===== config.mk =====
export PLATFORM = sky130hd
export DESIGN_NAME = urx_break_rx
export DESIGN_NICKNAME = d
export VERILOG_FILES = /design/src/rtl/urx_pkg.sv /design/src/rtl/urx_sync.sv /design/src/rtl/urx_framer.sv /design/src/rtl/urx_status.sv /design/src/rtl/urx_break_rx.sv
export SDC_FILE = /design/constraint.sdc
export NUM_CORES = 1
export LEC_CHECK = 0
export BUFFER_PORTS_ARGS = -buffer_cell sky130_fd_sc_hd__buf_2
export CAP_MARGIN = 10
export CELL_PAD_IN_SITES_DETAIL_PLACEMENT = 0
export CELL_PAD_IN_SITES_GLOBAL_PLACEMENT = 2
export CORE_MARGIN = 1.5
export CORE_UTILIZATION = 40
export CTS_BUF_LIST = sky130_fd_sc_hd__clkbuf_2 sky130_fd_sc_hd__clkbuf_4 sky130_fd_sc_hd__clkbuf_8
export CTS_CLUSTER_SIZE = 24
export DETAILED_ROUTE_END_ITERATION = 6
export PLACE_DENSITY_LB_ADDON = 0.1
export SETUP_SLACK_MARGIN = 0.5
export SYNTH_ARGS = -nofsm -noshare
export SYNTH_HDL_FRONTEND = slang
export SYNTH_SLANG_ARGS = --single-unit
export TNS_END_PERCENT = 10

===== constraint.sdc =====
create_clock -name clk -period 4.5 [get_ports clk]
set_input_delay 0.675 -clock clk [delete_from_list [all_inputs] [get_ports clk]]
set_output_delay 0.675 -clock clk [all_outputs]
set_load 0.1 [all_outputs]

===== src/rtl/urx_pkg.sv =====
package urx_pkg;
  typedef enum logic [2:0] {
    S_IDLE,
    S_START,
    S_DATA,
    S_STOP,
    S_WAITH
  } urx_state_e;
endpackage


===== src/rtl/urx_sync.sv =====
module urx_sync #(
  parameter int STAGES = 2
) (
  input  logic clk,
  input  logic rst_n,
  input  logic d_i,
  output logic q_o
);
  logic [STAGES-1:0] chain;

  always_ff @(posedge clk or negedge rst_n) begin
    if (!rst_n) chain <= '1;
    else        chain <= {chain[STAGES-2:0], d_i};
  end

  assign q_o = chain[STAGES-1];
endmodule


===== src/rtl/urx_framer.sv =====
module urx_framer
  import urx_pkg::*;
#(
  parameter int OSR = 16,
  parameter int DW  = 8
) (
  input  logic          clk,
  input  logic          rst_n,
  input  logic          tick_i,
  input  logic          rx_i,
  input  logic          nine_i,
  output logic          done_o,
  output logic [DW-1:0] data_o,
  output logic          b9_o,
  output logic          stop_o,
  output logic          brk_o
);
  localparam int CW   = $clog2(OSR);
  localparam int HALF = OSR / 2;
  localparam int NB   = DW + 1;
  localparam int BW   = $clog2(NB + 1);

  urx_state_e    st;
  logic [CW-1:0] cnt, cnt_nx;
  logic [BW-1:0] bidx, last_idx;
  logic [NB-1:0] sh, sh_nx;
  logic [1:0]    smp;
  logic          nine_q, vote;
  logic [DW-1:0] dat_w;
  logic          b9_w, zero_w;

  assign cnt_nx   = cnt + 1'b1;
  assign vote     = (smp[0] & smp[1]) | (smp[0] & rx_i) | (smp[1] & rx_i);
  assign last_idx = nine_q ? BW'(NB - 1) : BW'(DW - 1);
  assign sh_nx    = {vote, sh[NB-1:1]};
  assign dat_w    = nine_q ? sh[DW-1:0] : sh[NB-1:1];
  assign b9_w     = nine_q & sh[NB-1];
  assign zero_w   = (dat_w == '0) && !b9_w;

  always_ff @(posedge clk or negedge rst_n) begin
    if (!rst_n) begin
      st     <= S_IDLE;
      cnt    <= '0;
      bidx   <= '0;
      sh     <= '0;
      smp    <= '0;
      nine_q <= 1'b0;
      done_o <= 1'b0;
      data_o <= '0;
      b9_o   <= 1'b0;
      stop_o <= 1'b1;
      brk_o  <= 1'b0;
    end else begin
      done_o <= 1'b0;
      if (tick_i) begin
        unique case (st)
          S_IDLE: if (!rx_i) begin
            st  <= S_START;
            cnt <= '0;
          end
          S_START: begin
            if (cnt == CW'(HALF - 1)) begin
              if (!rx_i) begin
                st     <= S_DATA;
                cnt    <= '0;
                bidx   <= '0;
                nine_q <= nine_i;
              end else begin
                st <= S_IDLE;
              end
            end else begin
              cnt <= cnt_nx;
            end
          end
          S_DATA, S_STOP: begin
            cnt <= cnt_nx;
            if (cnt_nx == CW'(OSR - 2)) smp[0] <= rx_i;
            if (cnt_nx == CW'(OSR - 1)) smp[1] <= rx_i;
            if (cnt_nx == '0) begin
              if (st == S_DATA) begin
                sh <= sh_nx;
                if (bidx == last_idx) st <= S_STOP;
                else bidx <= bidx + 1'b1;
              end else begin
                done_o <= 1'b1;
                stop_o <= vote;
                brk_o  <= !vote && zero_w;
                data_o <= dat_w;
                b9_o   <= b9_w;
                st     <= vote ? S_IDLE : S_WAITH;
              end
            end
          end
          S_WAITH: if (rx_i) st <= S_IDLE;
          default: st <= S_IDLE;
        endcase
      end
    end
  end

  assert_wait_high_R10: assert property (@(posedge clk) disable iff (!rst_n)
    (st == S_WAITH && !rx_i) |=> (st == S_WAITH));
  assert_false_start_R2: assert property (@(posedge clk) disable iff (!rst_n)
    (st == S_START && tick_i && cnt == CW'(HALF - 1) && rx_i) |=> (st == S_IDLE && !done_o));
  assert_single_done_R5: assert property (@(posedge clk) disable iff (!rst_n)
    done_o |=> !done_o);
endmodule


===== src/rtl/urx_status.sv =====
module urx_status #(
  parameter int DW = 8
) (
  input  logic          clk,
  input  logic          rst_n,
  input  logic          done_i,
  input  logic [DW-1:0] data_i,
  input  logic          b9_i,
  input  logic          stop_i,
  input  logic          brk_i,
  input  logic          ready_i,
  input  logic          stat_rd_i,
  output logic [DW-1:0] data_o,
  output logic          valid_o,
  output logic          b9_o,
  output logic          fe_o,
  output logic          ovr_o,
  output logic          brk_o
);
  logic arm, take, full_eff;

  assign take     = valid_o & ready_i;
  assign full_eff = valid_o & ~take;

  always_ff @(posedge clk or negedge rst_n) begin
    if (!rst_n) begin
      data_o  <= '0;
      valid_o <= 1'b0;
      b9_o    <= 1'b0;
      fe_o    <= 1'b0;
      ovr_o   <= 1'b0;
      brk_o   <= 1'b0;
      arm     <= 1'b0;
    end else begin
      if (stat_rd_i) arm <= 1'b1;
      if (take) begin
        valid_o <= 1'b0;
        arm     <= 1'b0;
        if (arm) begin
          fe_o  <= 1'b0;
          ovr_o <= 1'b0;
          brk_o <= 1'b0;
        end
      end
      if (done_i) begin
        if (brk_i) begin
          valid_o <= 1'b1;
          data_o  <= '0;
          b9_o    <= 1'b0;
          fe_o    <= 1'b1;
          brk_o   <= 1'b1;
          if (full_eff) ovr_o <= 1'b1;
        end else if (full_eff) begin
          ovr_o <= 1'b1;
        end else begin
          valid_o <= 1'b1;
          data_o  <= data_i;
          b9_o    <= b9_i;
          if (!stop_i) fe_o <= 1'b1;
        end
      end
    end
  end

  assert_hold_data_R5: assert property (@(posedge clk) disable iff (!rst_n)
    (valid_o && !ready_i && !(done_i && brk_i)) |=> ($stable(data_o) && $stable(b9_o) && valid_o));
  assert_break_load_R8: assert property (@(posedge clk) disable iff (!rst_n)
    (done_i && brk_i) |=> (fe_o && brk_o && valid_o && data_o == '0 && !b9_o));
  assert_overrun_R6: assert property (@(posedge clk) disable iff (!rst_n)
    (done_i && valid_o && !ready_i) |=> ovr_o);
  assert_brk_has_fe_R7: assert property (@(posedge clk) disable iff (!rst_n)
    brk_o |-> fe_o);
endmodule


===== src/rtl/urx_break_rx.sv =====
module urx_break_rx #(
  parameter int OSR = 16,
  parameter int DW  = 8
) (
  input  logic          clk,
  input  logic          rst_n,
  input  logic          rx_i,
  input  logic          tick_i,
  input  logic          nine_bit_i,
  output logic [DW-1:0] rd_data_o,
  output logic          rd_valid_o,
  input  logic          rd_ready_i,
  output logic          bit9_o,
  input  logic          stat_rd_i,
  output logic          fe_o,
  output logic          ovr_o,
  output logic          brk_o
);
  logic          rx_s, f_done, f_b9, f_stop, f_brk;
  logic [DW-1:0] f_data;

  urx_sync #(.STAGES(2)) u_sync (
    .clk(clk), .rst_n(rst_n), .d_i(rx_i), .q_o(rx_s)
  );

  urx_framer #(.OSR(OSR), .DW(DW)) u_framer (
    .clk(clk), .rst_n(rst_n), .tick_i(tick_i), .rx_i(rx_s), .nine_i(nine_bit_i),
    .done_o(f_done), .data_o(f_data), .b9_o(f_b9), .stop_o(f_stop), .brk_o(f_brk)
  );

  urx_status #(.DW(DW)) u_status (
    .clk(clk), .rst_n(rst_n), .done_i(f_done), .data_i(f_data), .b9_i(f_b9),
    .stop_i(f_stop), .brk_i(f_brk), .ready_i(rd_ready_i), .stat_rd_i(stat_rd_i),
    .data_o(rd_data_o), .valid_o(rd_valid_o), .b9_o(bit9_o), .fe_o(fe_o),
    .ovr_o(ovr_o), .brk_o(brk_o)
  );

  assert_reset_R1: assert property (@(posedge clk) $rose(rst_n) |-> (!rd_valid_o && !fe_o && !ovr_o && !brk_o));
endmodule


==> metrics, run 1 <==
Ports 20; Post-Layout Cell Count 337; die width 82.94 µm; worst-case clock skew 4.499 ps; synthesized instance count 244; Yosys reg bits 51; vias 1,802; cell row count 28; DRC 0; Pwr Density 478.9 nW/µm²; clk sinks 51; WP data arrival 2530 ps; first-pass GRT wire length 8749 µm; CTS max path bufs 2; wire per inst 15.09 µm; DP Cell Count 329; Net Count, Synth 256; RePlAce Congestion 0.7770; crit path cell chain ha_1, or2_2, o21ai_4, o2111ai_2, o41ai_2; slew margin rel. 0.3810; Worst-path clk slew 90 ps; first-pass iteration count of the detailed router 4; max-slew violation count 0; ANT nets after route 0; CP Capture Type register; global route total overflow 0; VDD IR max 0.2890 mV; IO Port Bufs 19; Post-Syn Area 2556 µm²; largest net degree at the start of global routing 52; H-tree depth 2; CTS resizes 0; Worst Hold Launch u_sync.chain[0]; DP HPWL 3498 µm; Distinct cells, synth 47; CTS tree built; LEAKAGE 1.272 nW; post-CTS setup buffer count 0; GRT Overall Usage 0.1573; Worst Tran Pin Value 928.6 ps; Critical path buffers and inverters 0; vias per cell 5.347; Starting DRT DRC Count 64; share of cells above drive strength 1 0.2099; Final #Nets 273; Die ar. 6879 µm²; # diodes 0; ys flop type dfrtp_1; outcome finished, final reports clean; Core Area 6061 µm²; effective utilization at floorplan 0.4218; final setup vio count 0; Worst Setup SP u_framer.cnt[0]; maximum fanout along the worst path 23; WS Path Type register to register; Slowest-stage cell, CP o2111ai_2; Crit Reg-Reg Startpoint u_framer.cnt[0]; Area growth syn-to-layout 11.11%; fmax 429.8 MHz; Top delay family on crit path compound AO/OA/AOI/OAI gates; number of global-route vias before repair 1,710; EDFF count, synth 0; fin crit period 2327 ps; RSZ-0062 raised after global routing false; Seq/Total Area, Yosys 0.5007; Post-Syn Area per Cell 10.48 µm²; worst hold path class register to register; Clock Latency Late Sink 300 ps; CTS Root Cell clkbuf_8; CP Launch Type register; CP peak stage delay 500 ps; final wirelength 5087 µm; TNS Setup 0 ps; TritonCTS Buffers 5; Async SR Flop Fraction 1.000; Final period util 0.5170; die span in y 82.94 µm; max cap viols 0; hold_buf cts 0; Final Hold Viols 0; Critical Path RT 4710 ps; Syn. warnings 0; initial antenna violation count 0
[cell usage after synthesis (all sizes together) (3+ instances only)]
cell    instances  area [µm²]
nor3            3       15.01
o21ai          28       151.4
ha              5       62.56
mux2           13       146.4
a22oi          10       75.07
nand2b          3       18.77
nand3           8       40.04
a21o            3       22.52
nand2          26       112.6
o22ai           9       56.30
and2            4       26.28
buf             5       30.02
mux2i           9       90.09
nor2b           5       31.28
a21oi           8       40.04
dfrtp          48        1201
inv            16       60.06
nor2            6       22.52
dfstp           3       78.83
clkbuf          5       18.77
[worst register-to-register path, stage by stage, from the launching register on]
cell and delay, ps:
dfrtp_1 480, ha_1 310, or2_2 340, o21ai_4 120
o2111ai_2 500, o41ai_2 490
[cells by family after synthesis]
kind of cell	count (synthesis)	synth area share
AOI/OAI and AO/OA	69	0.1880
xor gates and xnor gates	1	0.003427
adders and majority gates	6	0.02839
buffers and inverters	26	0.04258
DFF	51	0.5007
muxes	22	0.09251
and+or+nand+nor	69	0.1444
[power breakdown]
part / leakage, nW / internal, mW / switching [mW]
Combinational: 0.590 / 0.107 / 0.279
Sequential: 0.617 / 0.516 / 0.0825
Clock: 0.0644 / 0.222 / 0.153
[layer usage]
layer  vias up  share of wire  GRT usage
li1        900              -          -
met1       872           0.56     0.2492
met2        23           0.40     0.2106
met3         7          0.031    0.03579
met4         0          0.012    0.04545
met5         -              0          0
[final timing paths]
check	end	slack (ps)	cells past startpoint
setup / recovery	u_framer.brk_o	2170	5
hold / removal	u_sync.chain[1]	360	0
setup reg to reg	u_framer.brk_o	2170	5
hold reg to reg	u_sync.chain[1]	360	0
max in group asynchronous	u_framer.data_o[0]	3600	2
min in group asynchronous	u_framer.cnt[3]	460	2
[metrics by stage]
| step | area, µm² | power, mW | utilization | hold slack [ps] | setup WS (ps) |
|---|---|---|---|---|---|
| 6_report | 2840 | 1.360 | 0.4686 | 363.0 | 2173 |
| 3_5_place_dp | 2704 | 0.9934 | 0.4461 | 348.1 | 2172 |
| 4_1_cts | 2840 | 1.376 | 0.4686 | 365.6 | 2166 |
| 3_3_place_gp | 2704 | 0.9912 | 0.4461 | 350.0 | 2212 |
| 2_1_floorplan | 2556 | 0.9100 | - | 345.2 | 2627 |
| 5_1_grt | 2840 | 1.436 | 0.4686 | 368.8 | 2024 |
[layout by cell type (no fill, tap or decap), types with 3 or more instances in the layout]
cell      count
a21o_1        3
a21oi_1       8
a22oi_1      10
and2_1        3
buf_2        19
clkbuf_8      5
dfrtp_1      48
dfstp_2       3
ha_1          5
inv_1        16
mux2_2       13
mux2i_1       9
nand2_1      24
nand2b_1      3
nand3_1       8
nor2_1        6
nor2b_1       5
nor3_1        3
o21ai_0      27
o22ai_1       9
[layout make-up]
cell class,instances,area [µm²]
clock buffer,5,68.82
clock inverter,3,67.56
fill,595,3221
inverter,16,60.06
multi-input combinational,167,1167
sequential,51,1280
tap,75,93.84
timing repair buffer,20,102.6
[registers in the layout, summed over array words and instances (netlist names), 2 cells and up]
name and flops:
u_framer.sh 9, u_framer.data_o 8, u_status.data_o 8, u_framer.bidx 4, u_framer.cnt 4, u_framer.st 3, u_framer.smp 2, u_sync.chain 2
(Power assumes the default switching activity.)
==> run 2, diff against run 1 <==
--- a/config.mk
+++ b/config.mk
@@ -10,7 +10,7 @@
 export CELL_PAD_IN_SITES_DETAIL_PLACEMENT = 0
 export CELL_PAD_IN_SITES_GLOBAL_PLACEMENT = 2
 export CORE_MARGIN = 1.5
-export CORE_UTILIZATION = 40
+export CORE_UTILIZATION = 37
 export CTS_BUF_LIST = sky130_fd_sc_hd__clkbuf_2 sky130_fd_sc_hd__clkbuf_4 sky130_fd_sc_hd__clkbuf_8
 export CTS_CLUSTER_SIZE = 24
 export DETAILED_ROUTE_END_ITERATION = 6
==> constraint.sdc (replaced) <==
create_clock -name clk -period 2 [get_ports clk]
set_input_delay 0.3 -clock clk [delete_from_list [all_inputs] [get_ports clk]]
set_output_delay 0.3 -clock clk [all_outputs]
set_load 0.1 [all_outputs]
==> metrics, run 2 (synthesis results as in run 1) <==
RSZ-0062 raised after global routing true; commonest non-fill, non-tap cell in the layout dfrtp_1; worst-case clock skew 10.54 ps; fmax 585.5 MHz; final setup vio count 0; H-tree depth 2; RePlAce Congestion 0.7291; TritonCTS Buffers 5; # diodes 0; Largest Register u_framer.sh; GRT Overall Usage 0.1637; Pwr Density 1014 nW/µm²; Core Area 6719 µm²; final wirelength 5475 µm; Die ar. 7417 µm²; post-layout total power 3.078 mW; fin util 0.4518; Final period util 0.8540; Worst-path clk slew 100 ps; slew margin rel. 0.6276; maximum fanout along the worst path 7; Clock Latency Late Sink 310 ps; effective utilization at floorplan 0.3804; vias 1,853; CTS tree built; first-pass GRT wire length 9515 µm; ANT nets after route 0; CP Launch Type register; Ports 20; max cap viols 0; biggest regs u_framer.sh (9), u_framer.data_o (8), u_status.data_o (8); CP Capture Type register; clk sinks 51; VDD IR max 0.3293 mV; Storage cell area 1287 µm²; global route total overflow 0; Final Hold Viols 0; commonest non-fill, non-tap cells in the layout 44 x dfrtp_1, 23 x nand2_1, 20 x buf_2; first-pass iteration count of the detailed router 4; Hold Path Depth 1; CTS Root Cell clkbuf_8; fin area 3035 µm²; max-slew violation count 0; Area after DPL 2791 µm²; wire per inst 15.29 µm; initial antenna violation count 0; worst hold path class input port to register; share of cells above drive strength 1 0.2986; Critical Path RT 2230 ps; die span in y 86.12 µm; LEAKAGE 1.347 nW; vias per cell 5.176; DRC 0; Worst Tran Pin Value 558.6 ps; DP HPWL 3722 µm; R2R depth 6; cell row count 30; outcome finished, final reports clean; WS Path Type register to register; area of the multi-input gates 1220 µm²; Starting DRT DRC Count 72; largest net degree at the start of global routing 31; TNS Setup 0 ps; fin crit period 1708 ps; Area growth syn-to-layout 18.75%; Fill cells 645; max reg flops 9; WP data arrival 1940 ps; IO Port Bufs 19; Final #Nets 289; number of global-route vias before repair 1,853; CTS max path bufs 2; die width 86.12 µm
==> run 2: cell count changes in the layout (fill, tap and decap cells not counted), moves of 2 or more <==
cell / before / now
dfrtp_2: 0 / 3
o21ai_1: 0 / 8
buf_6: 0 / 3
o21ai_0: 27 / 18
buf_4: 1 / 11
dfrtp_1: 48 / 44
ha_1: 5 / 3
==> run 2: what timing repair did <==
item / in CTS / in global routing
hold buffers: 1 / 0
hold endpoints to repair: 20 / 0
setup endpoints to repair: 34 / 35
gates cloned: 1 / 0
pin swaps: 6 / 2
gates resized for setup: 19 / 7
setup buffers: 6 / 0
==> run 2: area by class of cell <==
type,count,area share
clock inverter,2,0.01278
clock buffer,6,0.02721
tap,80,0.03298
inverter,16,0.01979
timing repair buffer,36,0.08120
sequential,51,0.4242
multi-input combinational,167,0.4019
==> run 2: path summary, 6_finish.rpt <==
path	startpoint	to	slack, ps
setup / recovery	u_framer.cnt[0]	u_framer.stop_o	290
hold / removal	rx_i	u_sync.chain[0]	80
setup reg to reg	u_framer.cnt[0]	u_framer.stop_o	290
hold reg to reg	u_sync.chain[0]	u_sync.chain[1]	380
max in group asynchronous	rst_n	u_framer.stop_o	870
min in group asynchronous	rst_n	u_framer.nine_q	510
==> run 2: stage by stage <==
step                      setup WS, ps  hold WS, ps  std cells
after floorplan                  352.9        4.409        244
after global placement           179.0        332.2        342
after detailed placement         147.7        331.7        342
after CTS                        280.1        66.95        358
after global routing             220.8        57.87        358
final                            292.0        77.96        358
==> run 2: worst max-delay path: stages, from the launching register on <==
cell,delay (ps)
dfrtp_2,470
ha_4,200
nand2_4,130
o21ai_4,120
o2111ai_4,220
buf_6,170
mux2_2,330
==> run 2: per-layer routing <==
layer / global-route usage / vias to the layer above / wire length [µm]
met5: 0 / - / 0
met4: 0.03959 / 0 / 49
met3: 0.02984 / 5 / 162
li1: - / 934 / -
met1: 0.2602 / 883 / 2971
met2: 0.2276 / 31 / 2292
==> run 2: where the power goes <==
group          leakage [nW]  internal [mW]  switching (mW)
Sequential            0.612           1.17           0.186
Clock                0.0618          0.412           0.354
Combinational         0.673          0.297           0.663
